$ cat src/rtl/fmc_seq_pkg.sv
package fmc_seq_pkg;
  typedef enum logic [3:0] {
    ST_IDLE, ST_UP12, ST_UPADJ, ST_UP33, ST_ON,
    ST_DNALL, ST_DNADJ, ST_DN12, ST_FAULT
  } seqState_t;

  typedef struct packed {
    logic rail12;
    logic railAdj;
    logic rail33;
    logic cardGood;
    logic holdCode;
    logic cntClr;
  } seqCmd_t;
endpackage

$ cat src/rtl/fmc_seq_sync.sv
module fmc_seq_sync #(
  parameter int WIDTH  = 1,
  parameter int STAGES = 2
) (
  input  logic             clk,
  input  logic             rstN,
  input  logic [WIDTH-1:0] asyncIn,
  output logic [WIDTH-1:0] syncOut
);
  logic [WIDTH-1:0] chain [STAGES];

  generate
    for (genvar s = 0; s < STAGES; s++) begin : g_stage
      always_ff @(posedge clk or negedge rstN) begin
        if (!rstN) chain[s] <= '0;
        else if (s == 0) chain[s] <= asyncIn;
        else chain[s] <= chain[(s == 0) ? 0 : s-1];
      end
    end
  endgenerate

  assign syncOut = chain[STAGES-1];
endmodule

$ cat src/rtl/fmc_seq_ctrl.sv
module fmc_seq_ctrl
  import fmc_seq_pkg::*;
(
  input  logic    clk,
  input  logic    rstN,
  input  logic    cpuEnS,
  input  logic    presNS,
  input  logic    adjPgS,
  input  logic    settleDone,
  input  logic    timeoutHit,
  output seqCmd_t cmd
);
  seqState_t state, nextState;
  logic goReq;

  assign goReq = cpuEnS && !presNS;

  always_ff @(posedge clk or negedge rstN) begin
    if (!rstN) state <= ST_IDLE;
    else state <= nextState;
  end

  always_comb begin
    nextState = state;
    unique case (state)
      ST_IDLE:  if (goReq) nextState = ST_UP12;
      ST_UP12:  if (!goReq) nextState = ST_DN12;
                else if (settleDone) nextState = ST_UPADJ;
      ST_UPADJ: if (!goReq) nextState = ST_DNADJ;
                else if (settleDone && adjPgS) nextState = ST_UP33;
                else if (timeoutHit) nextState = ST_FAULT;
      ST_UP33:  if (!goReq) nextState = ST_DNALL;
                else if (settleDone) nextState = ST_ON;
      ST_ON:    if (!goReq) nextState = ST_DNALL;
      ST_DNALL: if (settleDone) nextState = ST_DNADJ;
      ST_DNADJ: if (settleDone) nextState = ST_DN12;
      ST_DN12:  if (settleDone) nextState = ST_IDLE;
      ST_FAULT: if (!cpuEnS) nextState = ST_IDLE;
      default:  nextState = ST_IDLE;
    endcase
  end

  always_comb begin
    cmd          = '0;
    cmd.rail12   = state inside {ST_UP12, ST_UPADJ, ST_UP33, ST_ON,
                                 ST_DNALL, ST_DNADJ, ST_DN12};
    cmd.railAdj  = state inside {ST_UPADJ, ST_UP33, ST_ON, ST_DNALL, ST_DNADJ};
    cmd.rail33   = state inside {ST_UP33, ST_ON, ST_DNALL};
    cmd.cardGood = (state == ST_ON);
    cmd.holdCode = (state != ST_IDLE);
    cmd.cntClr   = (nextState != state);
  end
endmodule

$ cat src/rtl/fmc_seq_dp.sv
module fmc_seq_dp
  import fmc_seq_pkg::*;
#(
  parameter int SETTLE_CYCLES = 8,
  parameter int PG_TIMEOUT    = 40,
  parameter int CODE_W        = 3
) (
  input  logic              clk,
  input  logic              rstN,
  input  seqCmd_t           cmd,
  input  logic [CODE_W-1:0] swNS,
  input  logic [CODE_W-1:0] cpuSelS,
  output logic              settleDone,
  output logic              timeoutHit,
  output logic              en12v,
  output logic              enAdj,
  output logic              enPreDrv,
  output logic              en3v3,
  output logic              cardPgood,
  output logic [CODE_W-1:0] vidCode,
  output logic              preDrvSel
);
  localparam int CNT_W = $clog2(PG_TIMEOUT + 1);
  localparam logic [CNT_W-1:0] CNT_MAX     = {CNT_W{1'b1}};
  localparam logic [CNT_W-1:0] SETTLE_LAST = CNT_W'(SETTLE_CYCLES - 1);
  localparam logic [CNT_W-1:0] TMO_LAST    = CNT_W'(PG_TIMEOUT - 1);

  logic [CNT_W-1:0]  cnt;
  logic [CODE_W-1:0] liveCode;
  logic [CODE_W-1:0] selCode;

  always_ff @(posedge clk or negedge rstN) begin
    if (!rstN) cnt <= '0;
    else if (cmd.cntClr) cnt <= '0;
    else if (cnt != CNT_MAX) cnt <= cnt + 1'b1;
  end

  assign settleDone = (cnt >= SETTLE_LAST);
  assign timeoutHit = (cnt >= TMO_LAST);

  assign liveCode = (&swNS) ? cpuSelS : swNS;

  always_ff @(posedge clk or negedge rstN) begin
    if (!rstN) selCode <= '0;
    else if (!cmd.holdCode) selCode <= liveCode;
  end

  always_ff @(posedge clk or negedge rstN) begin
    if (!rstN) begin
      en12v     <= 1'b0;
      enAdj     <= 1'b0;
      enPreDrv  <= 1'b0;
      en3v3     <= 1'b0;
      cardPgood <= 1'b0;
    end else begin
      en12v     <= cmd.rail12;
      enAdj     <= cmd.railAdj;
      enPreDrv  <= cmd.railAdj;
      en3v3     <= cmd.rail33;
      cardPgood <= cmd.cardGood;
    end
  end

  assign vidCode   = selCode;
  assign preDrvSel = (selCode == '0);
endmodule

$ cat src/rtl/fmc_pwr_seq.sv
module fmc_pwr_seq
  import fmc_seq_pkg::*;
#(
  parameter int SETTLE_CYCLES = 8,
  parameter int PG_TIMEOUT    = 40,
  parameter int SYNC_STAGES   = 2
) (
  input  logic       clk,
  input  logic       rstN,
  input  logic       cpuEnable,
  input  logic       cardPresentN,
  input  logic [2:0] vselSwN,
  input  logic [2:0] cpuVsel,
  input  logic       adjPgood,
  output logic       en12v,
  output logic       enAdj,
  output logic       enPreDrv,
  output logic       en3v3,
  output logic       cardPgood,
  output logic [2:0] vidCode,
  output logic       preDrvSel,
  output logic       adjLed
);
  localparam int SYNC_W = 9;

  logic [SYNC_W-1:0] rawIn, syncIn;
  logic cpuEnS, presNS, adjPgS, settleDone, timeoutHit;
  logic [2:0] swNS, cpuSelS;
  seqCmd_t cmd;

  assign rawIn = {cpuEnable, cardPresentN, vselSwN, cpuVsel, adjPgood};
  assign {cpuEnS, presNS, swNS, cpuSelS, adjPgS} = syncIn;

  fmc_seq_sync #(.WIDTH(SYNC_W), .STAGES(SYNC_STAGES)) i_sync (
    .clk(clk), .rstN(rstN), .asyncIn(rawIn), .syncOut(syncIn)
  );

  fmc_seq_ctrl i_ctrl (
    .clk(clk), .rstN(rstN), .cpuEnS(cpuEnS), .presNS(presNS),
    .adjPgS(adjPgS), .settleDone(settleDone), .timeoutHit(timeoutHit),
    .cmd(cmd)
  );

  fmc_seq_dp #(.SETTLE_CYCLES(SETTLE_CYCLES), .PG_TIMEOUT(PG_TIMEOUT), .CODE_W(3)) i_dp (
    .clk(clk), .rstN(rstN), .cmd(cmd), .swNS(swNS), .cpuSelS(cpuSelS),
    .settleDone(settleDone), .timeoutHit(timeoutHit),
    .en12v(en12v), .enAdj(enAdj), .enPreDrv(enPreDrv), .en3v3(en3v3),
    .cardPgood(cardPgood), .vidCode(vidCode), .preDrvSel(preDrvSel)
  );

  assign adjLed = adjPgS;
endmodule

$ cat config.mk
export PLATFORM = sky130hd
export DESIGN_NAME = fmc_pwr_seq
export DESIGN_NICKNAME = d
export VERILOG_FILES = /design/src/rtl/fmc_seq_pkg.sv /design/src/rtl/fmc_seq_sync.sv /design/src/rtl/fmc_seq_ctrl.sv /design/src/rtl/fmc_seq_dp.sv /design/src/rtl/fmc_pwr_seq.sv
export SDC_FILE = /design/constraint.sdc
export NUM_CORES = 1
export LEC_CHECK = 0
export ABC_AREA = 1
export BUFFER_PORTS_ARGS = -buffer_cell sky130_fd_sc_hd__buf_4
export CAP_MARGIN = 5
export CORE_ASPECT_RATIO = 0.8
export CORE_MARGIN = 2
export CORE_UTILIZATION = 55
export CTS_CLUSTER_SIZE = 25
export DETAILED_ROUTE_END_ITERATION = 10
export PLACE_DENSITY = 0.77
export SLEW_MARGIN = 5
export SYNTH_ARGS = -nofsm -noshare
export SYNTH_HDL_FRONTEND = slang
export SYNTH_HIERARCHICAL = 1
export SYNTH_SLANG_ARGS = --single-unit
$ cat constraint.sdc
create_clock -name clk -period 2.8 [get_ports clk]
set_input_delay 0.42 -clock clk [delete_from_list [all_inputs] [get_ports clk]]
set_output_delay 0.42 -clock clk [all_outputs]
set_load 0.01 [all_outputs]
# Word level (Yosys, flattened, before mapping)
# Cells that the tools add are included.
# totals
ff_bits	35
input_bits	11
output_inout_bits	10
elab_cells	50
# op_classes
add_sub_neg	1
magnitude_cmp	2
n_eq_ne	10
mux	17
n_reduce_logical	11
# op_table
operator	count
2-to-1 mux 4 bit	13
case mux 4 bit (9 select lines)	1
== test 4 x 3 -> 1 bit, second input constant	4
2-to-1 mux 6 bit	2
== test 4 x 2 -> 1 bit, second input constant	2
nonzero test 7 bit	1
adder 6 x 1 -> 6 bit, second input constant	1
greater-or-equal comparator 6 x 3 -> 1 bit, second input constant	1
greater-or-equal comparator 6 bit, second input constant	1
!= test 6 bit, second input constant	1
nonzero test 5 bit	1
== test 4 x 1 -> 1 bit, second input constant	1
== test 4 bit, second input constant	1
zero test 4 bit	1
!= test 4 bit	1
nonzero test 4 bit	1
zero test 3 bit	1
2-to-1 mux 3 bit	1
AND reduction 3 bit	1
nonzero test 3 bit	1
logical AND 1 bit	2
nonzero test 2 bit	1
zero test 1 bit	1

# Logic depth before layout (Yosys ltp)
# logic_depth
depth_word	7
mapped_depth	17

# By module
# The synthesis kept the hierarchy.
# by_module_without_submodules
mod	instances	cells_each	area_each_um2
fmc_seq_dp	1	66	604.3
fmc_seq_sync	1	27	518.0
fmc_seq_ctrl	1	90	500.5

# Worst setup path before layout
# No wires, ideal clock.
# synth_path
path_type	register to register
start	reg i_dp.cnt[0]
end	reg i_dp.cnt[0]
setup_time_ps	117
arrival_time_ps	1884
required_time_ps	2683
slack_ps	799
stages_incl_launch_ff	16
path_buffers	0
synth_period_minus_slack_ps	2001
cell_sequence	dfrtp_1 > ha_1 > nand2_4 > nand4_1 > inv_2 > nand2_1 > nand2_2 > nor2_1 > nor2_2 > nand4_1 > nand2_1 > nand3_1 > inv_2 > nand3_2 > nand2_1 > nand2_1
# synth_lines
item	line	text
start, declared	fmc_seq_dp.sv:28	logic [CNT_W-1:0] cnt;
start signal, assigned	fmc_seq_dp.sv:35	else if (cnt != CNT_MAX) cnt <= cnt + 1'b1;

==> flow_metrics.tcl <==
set metrics [dict create \
    rows 17 \
    async_flop_share_pct 100.0 \
    gp_congestion 0.9771 \
    post_cts_buffers 0 \
    finalSetupViolCount 0 \
    relSlewSlack_pct 72.77 \
    tightestPinTransition_ps 408.5 \
    netSwitchingFraction_pct 37.19 \
    fp.dieH_um 52.59 \
    grt_pass1_wl_mm 4.767 \
    clkTransAtPathRegs_ps 70 \
    skew_ps 3.807 \
    intPower_mw 1.049 \
    hold_buffers 0 \
    met3RoutedLength_um 201 \
    cts_buffers 5 \
    syn-num-nets 195 \
    route.met2.wl_mm 1.378 \
    clock_path_buffers 2 \
    synth_area_um2 1623 \
    ios 21 \
    areaGrowthSynthToFinish_pct 13.03 \
    critPathMaxFanout 8 \
    met1_length_mm 1.194 \
    first_pass_iters 4 \
    cp.required_ps 2980 \
    place_hpwl_mm 2.041 \
    hold_path_class "input pin to async pin" \
    slew_viol_final 0 \
    cts_tree "built" \
    nets 210 \
    cts-htree-levels 2 \
    ant_nets 0 \
    peakVddDrop_mv 0.5028 \
    r2r_cells 17 \
    synthDistinctLibCells 25 \
    cellLeakagePower_nw 0.9371 \
    clkLatencyLatePin_ps 290 \
    drive_above_1_share_pct 25.63 \
    final_cells 237 \
    placed_cells 229 \
    r2r_slack_ps 480 \
    synth-edff-count 0 \
    cts_sinks 35 \
    grt_setup_unrepaired "false" \
    maxUsedRoutingLayer "met4" \
    globalRoute.totalOverflow 0 \
    drc 0 \
    dieArea_um2 3404 \
    ys.flop_type "dfrtp_1" \
    clkPwrFrac_pct 23.9 \
    wl_per_cell_um 11.80 \
    final.fill_count 236 \
    root_buffer "clkbuf_8" \
    grt_use_total_pct 19.16 \
    startpoint_type "flop" \
    start_util_pct 58.24 \
    routed_wl_mm 2.797 \
    avgSynthCellArea_um2 8.868 \
    ys_warn_count 6 \
    r2r_end "i_dp/cnt[0]" \
    postCtsResizedCells 0 \
    grt_antenna_before_repair 0 \
    vias 1240 \
    combPwrFrac_pct 35.3 \
    fin_worst_hold_slack_ps 62.90 \
    chipWidth_um 64.73 \
    ys_seq_area_share_pct 53.97 \
    seq_power_share_pct 40.8 \
    worstSetupEndpointType "flop" \
    final.min_clock_period_ps 2324 \
    core-area_um2 2786 \
    grt_pass1_vias 1147 \
    crit_arrival_ps 2510 \
    maxCapViolCount 0 \
    synth_seq_cells 35 \
    p_sw_mw 0.6209 \
    syn_inst 183 \
    diodes 0 \
    vias_per_cell 5.232 \
    power_density_nw_per_um2 910.2 \
    totalNegativeSetupSlack_ps 0 \
    io_buffers 20 \
    grt_max_degree 36 \
    crit_type "flop to flop" \
    status "finished clean" \
    timing.rr.start "i_dp/cnt[0]" \
    drtIter0Drc 95 \
    finalHoldViolCount 0 \
    fmax_mhz 430.2 \
    period_share_pct 83.02 \
]
## routing by layer
layer	vias to the layer above	track usage, %
li1	610	-
met1	579	22.48
met2	47	31.27
met3	4	7.312
met4	0	9.220
met5	-	0
## worst max path at each step
| stage | from | to | cells after the start |
|---|---|---|---|
| floorplan | i_dp/cnt[0] | i_dp/cnt[0] | 15 |
| global placement | i_dp/cnt[0] | i_dp/cnt[0] | 15 |
| detailed placement | i_dp/cnt[0] | i_dp/cnt[0] | 17 |
| CTS | i_dp/cnt[0] | i_dp/cnt[0] | 17 |
| global route | i_dp/cnt[0] | i_dp/cnt[0] | 17 |
| finish | i_dp/cnt[0] | i_dp/cnt[0] | 17 |
## sequential cells by signal, summed over array words and instances, names as in the netlist, 3 cells and up
name and cells:
i_ctrl/state 4, i_dp/cnt 6, i_dp/vidCode 3, i_sync/chain 9, i_sync/syncOut 9
## worst max-delay path, cell delays in order, from the launching register on
cell     delay (ps)
dfrtp_1         420
ha_1            260
nand2_4         130
nand4_1         230
inv_2           190
nand2_1          60
nand2_1          60
nand2_1          50
nand2_1          90
nor2_2           50
nand2_1          70
nand2_1          50
nand2_1          70
nand3_1         120
inv_2           150
nand3_2         100
nand2_1          60
nand2_1          40
## stage by stage
stage                     utilization (%)  setup WS [ps]  cell area (um2)  power (mW)
after floorplan                         -          798.7             1623       1.096
after global placement              62.10          633.6             1730       1.254
after detailed placement            62.10          519.8             1730       1.274
after CTS                           65.83          503.2             1834       1.676
after global routing                65.83          278.9             1834       1.785
final                               65.83          475.6             1834       1.670
## layout make-up
class / count / area (um2) / share of cell area (%)
timing repair buffer: 20 / 150.1 / 8.186
sequential: 35 / 875.8 / 47.75
inverter: 17 / 65.06 / 3.547
clock inverter: 1 / 7.507 / 0.4093
tap: 38 / 47.55 / 2.592
clock buffer: 7 / 96.34 / 5.252
multi-input combinational: 119 / 591.8 / 32.26
## cells by family after synthesis
family	synth area share (%)
simple gates	29.22
flops	53.97
buf+inv	9.561
compound gates	6.476
fa+ha+maj	0.7709
## synth_stat cells (2+ instances only)
cell | number | area (um2)
dfrtp_1 | 35 | 875.8
buf_4 | 12 | 90.09
nor2_2 | 5 | 31.28
nand4_1 | 6 | 37.54
inv_1 | 8 | 30.03
o211ai_1 | 2 | 15.01
nand2_2 | 4 | 25.02
inv_2 | 7 | 26.28
nor4_1 | 2 | 12.51
nor3_1 | 5 | 25.02
o21ai_1 | 5 | 25.02
a21oi_1 | 3 | 15.01
nand3_2 | 2 | 20.02
nor2_1 | 14 | 52.55
nand2_1 | 50 | 187.7
o21ai_0 | 7 | 35.03
nand3_1 | 8 | 40.04
## cells in the final DEF (no fill, tap or decap), types with 2 or more instances in the layout
cell,n
nor3_1,5
nand3_1,8
nor2_1,14
o211ai_1,2
dfrtp_1,35
a21oi_1,3
buf_4,20
o21ai_1,5
nor2_2,5
inv_2,7
o21ai_0,7
nand2_2,4
inv_1,8
nor4_1,2
nand2_1,50
nand4_1,6
nand3_2,2
clkbuf_8,7
## power groups by stage
| stage | sequential (mW) | combinational [mW] | clock (mW) |
|---|---|---|---|
| finish | 0.682 | 0.589 | 0.399 |
| global route | 0.693 | 0.655 | 0.437 |
| CTS | 0.681 | 0.586 | 0.410 |
| detailed placement | 0.690 | 0.584 | 0 |
| global placement | 0.687 | 0.567 | 0 |
| floorplan | 0.683 | 0.413 | 0 |
No activity file was read; power rests on OpenSTA's default activity.
